<file path="src/rtl/mop_pkg.sv">
package mop_pkg;
  localparam int unsigned NUM_OPS  = 8;
  localparam int unsigned ROWS_L1  = NUM_OPS / 2;
  localparam int unsigned GROUP_SZ = 4;
  localparam int unsigned GROW     = 3;
endpackage

</file>
<file path="src/rtl/csa42_cell.sv">
module csa42_cell (
  input  logic a,
  input  logic b,
  input  logic c,
  input  logic d,
  input  logic cin,
  output logic s,
  output logic carry,
  output logic cout
);
  logic ab_x;
  logic cd_x;
  logic mid_x;

  // level 1 XORs
  always_comb begin
    ab_x = a ^ b;
    cd_x = c ^ d;
  end

  // level 2 XOR
  always_comb mid_x = ab_x ^ cd_x;

  // level 3 XOR on the sum path; carry and cout are mux-selected
  always_comb begin
    s     = mid_x ^ cin;
    carry = mid_x ? cin : d;
    cout  = ab_x ? c : a;
  end
endmodule

</file>
<file path="src/rtl/csa42_row.sv">
module csa42_row #(
  parameter int unsigned N = 16
) (
  input  logic [N-1:0] in0,
  input  logic [N-1:0] in1,
  input  logic [N-1:0] in2,
  input  logic [N-1:0] in3,
  output logic [N:0]   row_s,
  output logic [N:0]   row_c
);
  logic [N-1:0] s_v;
  logic [N-1:0] c_v;
  logic [N-1:0] co_v;
  logic [N-1:0] ci_v;

  genvar i;
  generate
    for (i = 0; i < N; i++) begin : g_bit
      if (i == 0) begin : g_lsb
        assign ci_v[i] = 1'b0;
      end else begin : g_up
        assign ci_v[i] = co_v[i-1];
      end
      csa42_cell u_cell (
        .a    (in0[i]),
        .b    (in1[i]),
        .c    (in2[i]),
        .d    (in3[i]),
        .cin  (ci_v[i]),
        .s    (s_v[i]),
        .carry(c_v[i]),
        .cout (co_v[i])
      );
    end
  endgenerate

  assign row_s = {co_v[N-1], s_v};
  assign row_c = {c_v, 1'b0};
endmodule

</file>
<file path="src/rtl/cpa_adder.sv">
module cpa_adder #(
  parameter int unsigned N = 18
) (
  input  logic [N-1:0] x,
  input  logic [N-1:0] y,
  output logic [N:0]   z
);
  always_comb z = {1'b0, x} + {1'b0, y};
endmodule

</file>
<file path="src/rtl/mop_tree_top.sv">
module mop_tree_top #(
  parameter int unsigned W = 16
) (
  input  logic                            clk,
  input  logic                            rst,
  input  logic [mop_pkg::NUM_OPS*W-1:0]   opnd_flat,
  output logic [W+mop_pkg::GROW-1:0]      sum_q
);
  import mop_pkg::*;

  localparam int unsigned W1 = W + 1;
  localparam int unsigned W2 = W + 2;
  localparam int unsigned WR = W + GROW;

  logic [ROWS_L1*W1-1:0] l1_flat;
  logic [W2-1:0]         l2_s;
  logic [W2-1:0]         l2_c;
  logic [WR-1:0]         total;

  genvar g;
  generate
    for (g = 0; g < NUM_OPS / GROUP_SZ; g++) begin : g_lvl1
      csa42_row #(.N(W)) u_row (
        .in0  (opnd_flat[(g*GROUP_SZ+0)*W +: W]),
        .in1  (opnd_flat[(g*GROUP_SZ+1)*W +: W]),
        .in2  (opnd_flat[(g*GROUP_SZ+2)*W +: W]),
        .in3  (opnd_flat[(g*GROUP_SZ+3)*W +: W]),
        .row_s(l1_flat[(2*g+0)*W1 +: W1]),
        .row_c(l1_flat[(2*g+1)*W1 +: W1])
      );
    end
  endgenerate

  csa42_row #(.N(W1)) u_lvl2 (
    .in0  (l1_flat[0*W1 +: W1]),
    .in1  (l1_flat[1*W1 +: W1]),
    .in2  (l1_flat[2*W1 +: W1]),
    .in3  (l1_flat[3*W1 +: W1]),
    .row_s(l2_s),
    .row_c(l2_c)
  );

  cpa_adder #(.N(W2)) u_cpa (
    .x(l2_s),
    .y(l2_c),
    .z(total)
  );

  always_ff @(posedge clk) begin
    if (rst) sum_q <= '0;
    else     sum_q <= total;
  end
endmodule

</file>
<file path="config.mk">
export PLATFORM = sky130hd
export DESIGN_NAME = mop_tree_top
export DESIGN_NICKNAME = d
export VERILOG_FILES = /design/src/rtl/mop_pkg.sv /design/src/rtl/csa42_cell.sv /design/src/rtl/csa42_row.sv /design/src/rtl/cpa_adder.sv /design/src/rtl/mop_tree_top.sv
export SDC_FILE = /design/constraint.sdc
export NUM_CORES = 1
export LEC_CHECK = 0
export BUFFER_PORTS_ARGS = -buffer_cell sky130_fd_sc_hd__buf_2
export CAP_MARGIN = 20
export CORE_UTILIZATION = 45
export DETAILED_ROUTE_END_ITERATION = 8
export PLACE_DENSITY = 0.72
export SLEW_MARGIN = 30
export SYNTH_ARGS = -nofsm -noshare
export SYNTH_HDL_FRONTEND = slang
export SYNTH_HIERARCHICAL = 1
export SYNTH_SLANG_ARGS = --single-unit
</file>
<file path="constraint.sdc">
create_clock -name clk -period 4.85 [get_ports clk]
set_clock_uncertainty 0.1 [all_clocks]
set_input_delay 0.97 -clock clk [delete_from_list [all_inputs] [get_ports clk]]
set_output_delay 0.97 -clock clk [all_outputs]
set_load 0.005 [all_outputs]
</file>
# Word level (Yosys, flattened, before mapping)
# Index checks and enable logic that the tools add are counted.
[word_totals]
ff_bits = 19
inputBits = 130
out_inout_bits = 19
wordCells = 290
[classes]
addsub = 1
muxes = 97
n_bitwise = 191
[ops]
columns = ["op", "count"]
rows = [
  ["$xor A1 B1 Y1", 191],
  ["$mux W1", 97],
  ["$add A18 B18 Y19", 1],
]

# Depth between registers and ports, before layout
[logic_depth]
word_depth = 7
ltp_mapped = 14
ltp_nobuf = 14

# Modules after synthesis
# The synthesis kept the hierarchy.
[by_module_without_submodules]
columns = ["mod", "n_inst", "cells_each", "area_per_inst_um2", "seq_area_each_um2"]
rows = [
  ["csa42_cell", 49, 7, 62.6, 0.0],
  ["cpa_adder", 1, 115, 889.6, 0.0],
  ["mop_tree_top", 1, 39, 516.7, 380.4],
  ["csa42_row", 3, 2, 11.3, 0.0],
]

# Least setup slack after synthesis
# OpenSTA, ideal clock, no wires.
[synth_path]
path_kind = "input to register"
from = "input opnd_flat[97] in the netlist's numbering"
to = "register sum_q[17] in the netlist's numbering"
setup_time_ns = 0.114
arrival_ns = 3.805
t_required_ns = 4.636
setup_slack_ns = 0.831
cell_stages = 14
path_buffers = 0
path_cell_list = "maj3_1 xor2_1 xnor2_1 maj3_1 xor2_1 xnor2_1 ha_1 a21o_1 a21oi_1 o21ai_2 a31oi_4 nor4b_1 a211o_1 nor2b_1"
[synth_between]
elab_cells_between_ends = 22
cone_classes = "1 x add/sub; 8 x mux; 13 x bitwise"
[synth_lines]
columns = ["element", "line", "rtl"]
rows = [
  ["start: declaration", "mop_tree_top.sv:6", "input logic [mop_pkg::NUM_OPS*W-1:0] opnd_flat,"],
  ["$mux W1", "csa42_cell.sv:28", "cout = ab_x ? c : a;"],
  ["$xor A1 B1 Y1", "csa42_cell.sv:26", "s = mid_x ^ cin;"],
  ["net l1_flat[36]", "mop_tree_top.sv:15", "logic [ROWS_L1*W1-1:0] l1_flat;"],
  ["$mux W1", "csa42_cell.sv:28", ""],
  ["net u_lvl2.ci_v[3]", "csa42_row.sv:14", "logic [N-1:0] ci_v;"],
  ["$xor A1 B1 Y1", "csa42_cell.sv:26", ""],
  ["net l2_s[3]", "mop_tree_top.sv:16", "logic [W2-1:0] l2_s;"],
  ["$add A18 B18 Y19", "cpa_adder.sv:8", "always_comb z = {1'b0, x} + {1'b0, y};"],
  ["net total[17]", "mop_tree_top.sv:18", "logic [WR-1:0] total;"],
  ["end signal: assignment", "mop_tree_top.sv:51", "else sum_q <= total;"],
  ["end: declaration", "mop_tree_top.sv:7", "output logic [W+mop_pkg::GROW-1:0] sum_q"],
]
# The timed path passes the listed nets, and every way through them passes these cells.
# A chain may end at the register's enable or synchronous reset.

# Final worst setup path
[layout_path]
from = "input opnd_flat[102] in the netlist's numbering"
to = "register sum_q[17] in the netlist's numbering"
[layout_between]
elab_cells_between_ends = 22
cone_classes = "1 x add/sub; 8 x mux; 13 x bitwise"
[layout_lines]
columns = ["element", "line"]
rows = [
  ["$mux W1", "csa42_cell.sv:28"],
  ["net g_lvl1[1].u_row.ci_v[7]", "csa42_row.sv:14"],
  ["$xor A1 B1 Y1", "csa42_cell.sv:26"],
  ["net l1_flat[41]", "mop_tree_top.sv:15"],
  ["$mux W1", "csa42_cell.sv:28"],
  ["net u_lvl2.ci_v[8]", "csa42_row.sv:14"],
  ["$xor A1 B1 Y1", "csa42_cell.sv:26"],
  ["net l2_s[8]", "mop_tree_top.sv:16"],
  ["$add A18 B18 Y19", "cpa_adder.sv:8"],
  ["net total[17]", "mop_tree_top.sv:18"],
]
# The timed path passes the listed nets, and every way through them passes these cells.

==> impl_metrics.yaml <==
outcome:
  status: "complete, no violations"
worst_setup_path:
  critical_path.top_delay_family: "adder cells"
  end_kind: "flip-flop"
  cp_cell_sequence: "buf_2, maj3_1, xor2_1, xnor2_1, maj3_1, xor2_1, xnor2_1, ha_1, a21oi_1, o21ai_1, a21o_1, a31oi_4, nor4b_1, a211o_1, nor2b_1"
  crit_required_ns: 4.88
  arrival_ns: 4.09
  path_depth: 15
  cp-start-kind: "input port"
  crit_type: "input port to flip-flop"
  crit_start: "opnd_flat[102]"
  crit_buf_inv: 1
  cp_max_fo: 7
  slowest_delay_ns: 0.41
  endpoint: "sum_q[17]"
  slowest_stage: "maj3_1"
pwr:
  p_leak_nw: 2.76
  cellPowerDensity_nw_per_um2: 699
  peakVddDrop_mv: 0.375
timing:
  tns_ns: 0
  setup_violations: 0
  slew_viol_final: 0
  setup_ws_ns: 0.792
  rsz0062_at_grt: "no"
  timing.fmax_mhz: 246
  fin_crit_ns: 4.06
  finalHoldViolations: 0
  fin_crit_sh: 0.837
layout:
  top_regs: "sum_q: 19 flops"
  syn_to_final_growth_pct: 21.2
  layout_commonest_cell: "buf_2"
  final_cell_area_um2: 5460
  mostFrequentLayoutCells: "148 x buf_2, 59 x xnor2_1, 55 x nand2_1"
  largest_reg_flops: 19
  drive_gt1_frac: 0.245
  regMostFlops: "sum_q"
  insertedDiodeCount: 0
  seqCellArea_um2: 380
  layout.nets: 810
  multi_input_comb_area_um2: 4110
  fill_cells: 917
synth:
  yosysWarnings: 6
  syn_area_per_cell_um2: 8.96
  synth_seq_area_share: 0.0844
  syn-instance-count: 503
  ys.flop_type: "dfxtp_1"
  ys_seq_elements: 19
  synth_cell_types: 38
  synth-async-reset-ratio: 0
  synth-edff-count: 0
  netlist_area_um2: 4510
route:
  routed_wl_um: 8710
  vias: 3862
  drc: 0
  antenna_left: 0
  first_iter_violations: 52
  dr.pass1.iters: 6
  viasPerCell: 4.87
  wire_per_inst_um: 11.0
floorplanning:
  start_util: 0.463
  fp.dieArea_um2: 10400
  io_pins: 149
  die_w_um: 102
  rows: 36
  core-area_um2: 9730
  die_h_um: 102
cts:
  clk_pin_slew_ns: 0.07
  numCtsBuffers: 3
  cts_hold_buf: 0
  cts-htree-levels: 1
  cts.sinks: 19
  clock_path_buffers: 2
  cts-root-buf: "clkbuf_8"
  ctsResizeCount: 0
  cts_setup_buffers: 0
  cts_tree: "yes"
placed_design:
  dpl-instance-area_um2: 5420
  io_buffers: 148
  pre_cts_slack_ns: 0.504
  gp_congestion: 0.737
  dp_hpwl_um: 7700
min_path:
  hp-class: "input port to flip-flop"
  hold_depth: 2
global_routing:
  grt_pass1_vias: 3752
  overflow: 0
  grt_first_pass_wirelength_um: 14800
  grtUsageTotal: 0.170
  antenna_found_initial: 0
  grt_max_degree: 20
flow_run:
  max_cap_violations: 0
-- layout make-up --
| class | instances | share of cell area |
|---|---|---|
| Multi-Input combinational cell | 484 | 0.753 |
| Inverter | 5 | 0.00344 |
| Clock buffer | 4 | 0.00825 |
| Tap cell | 133 | 0.0305 |
| Sequential cell | 19 | 0.0696 |
| Timing Repair Buffer | 148 | 0.136 |
-- cell families (layout without fill, tap and decap cells) --
family          after synthesis  in the layout  synth area share
xor+xnor                    162            162             0.465
simple gates                145            145             0.147
compound gates               97             97             0.128
fa+ha+maj                    68             68             0.163
flops                        19             19            0.0844
buf+inv                       9            157            0.0108
other cells                   3             12           0.00250
-- how the worst min path moves through the flow --
stage | from | end
after detailed placement | sum_q[0] | sum_q[0]
after floorplan | rst | sum_q[2]
after CTS | rst | sum_q[14]
after global placement | sum_q[2] | sum_q[2]
after global routing | rst | sum_q[9]
final | rst | sum_q[9]
-- per-stage QoR --
step | hold slack, ns | power, mW | util | std cells
floorplan | 0.942 | 3.10 | - | 512
CTS | 0.989 | 3.86 | 0.561 | 793
global route | 1.01 | 4.26 | 0.561 | 793
detailed placement | 1.25 | 3.72 | 0.557 | 789
global placement | 1.25 | 3.66 | 0.557 | 789
finish | 0.986 | 3.82 | 0.561 | 793
-- cells in the mapped netlist (all sizes together) (2+ instances only) --
master | n | area (um2)
ha | 18 | 225
nand3 | 4 | 20.0
maj3 | 49 | 490
conb | 3 | 11.3
nor2b | 13 | 88.8
nand2 | 55 | 206
a21boi | 2 | 15.0
a21oi | 19 | 98.9
and2 | 2 | 12.5
nor2 | 53 | 201
dfxtp | 19 | 380
xnor2 | 59 | 517
xor2 | 54 | 473
xnor3 | 49 | 1100
buf | 4 | 30.0
o211ai | 2 | 20.0
o21ai | 59 | 303
and2b | 8 | 60.1
a21o | 12 | 92.6
nand2b | 4 | 25.0
inv | 5 | 18.8
-- report_power, final --
part | switching, mW | internal [mW] | total, mW | leakage, nW
logic | 1.71 | 1.74 | 3.45 | 2.58
clock network | 0.0480 | 0.0582 | 0.106 | 0.0228
registers | 0.0143 | 0.244 | 0.259 | 0.158
total | 1.78 | 2.04 | 3.82 | 2.76
-- per-layer routing --
layer,track usage,part of all wire,up-vias,wire length [um]
li1,-,-,2046,-
met1,0.192,0.43,1698,3770
met2,0.339,0.50,112,4400
met3,0.0205,0.058,6,503
met4,0.0275,0.0053,0,46
met5,0,0,-,0
Note: power is estimated with default switching activity, not from simulation.
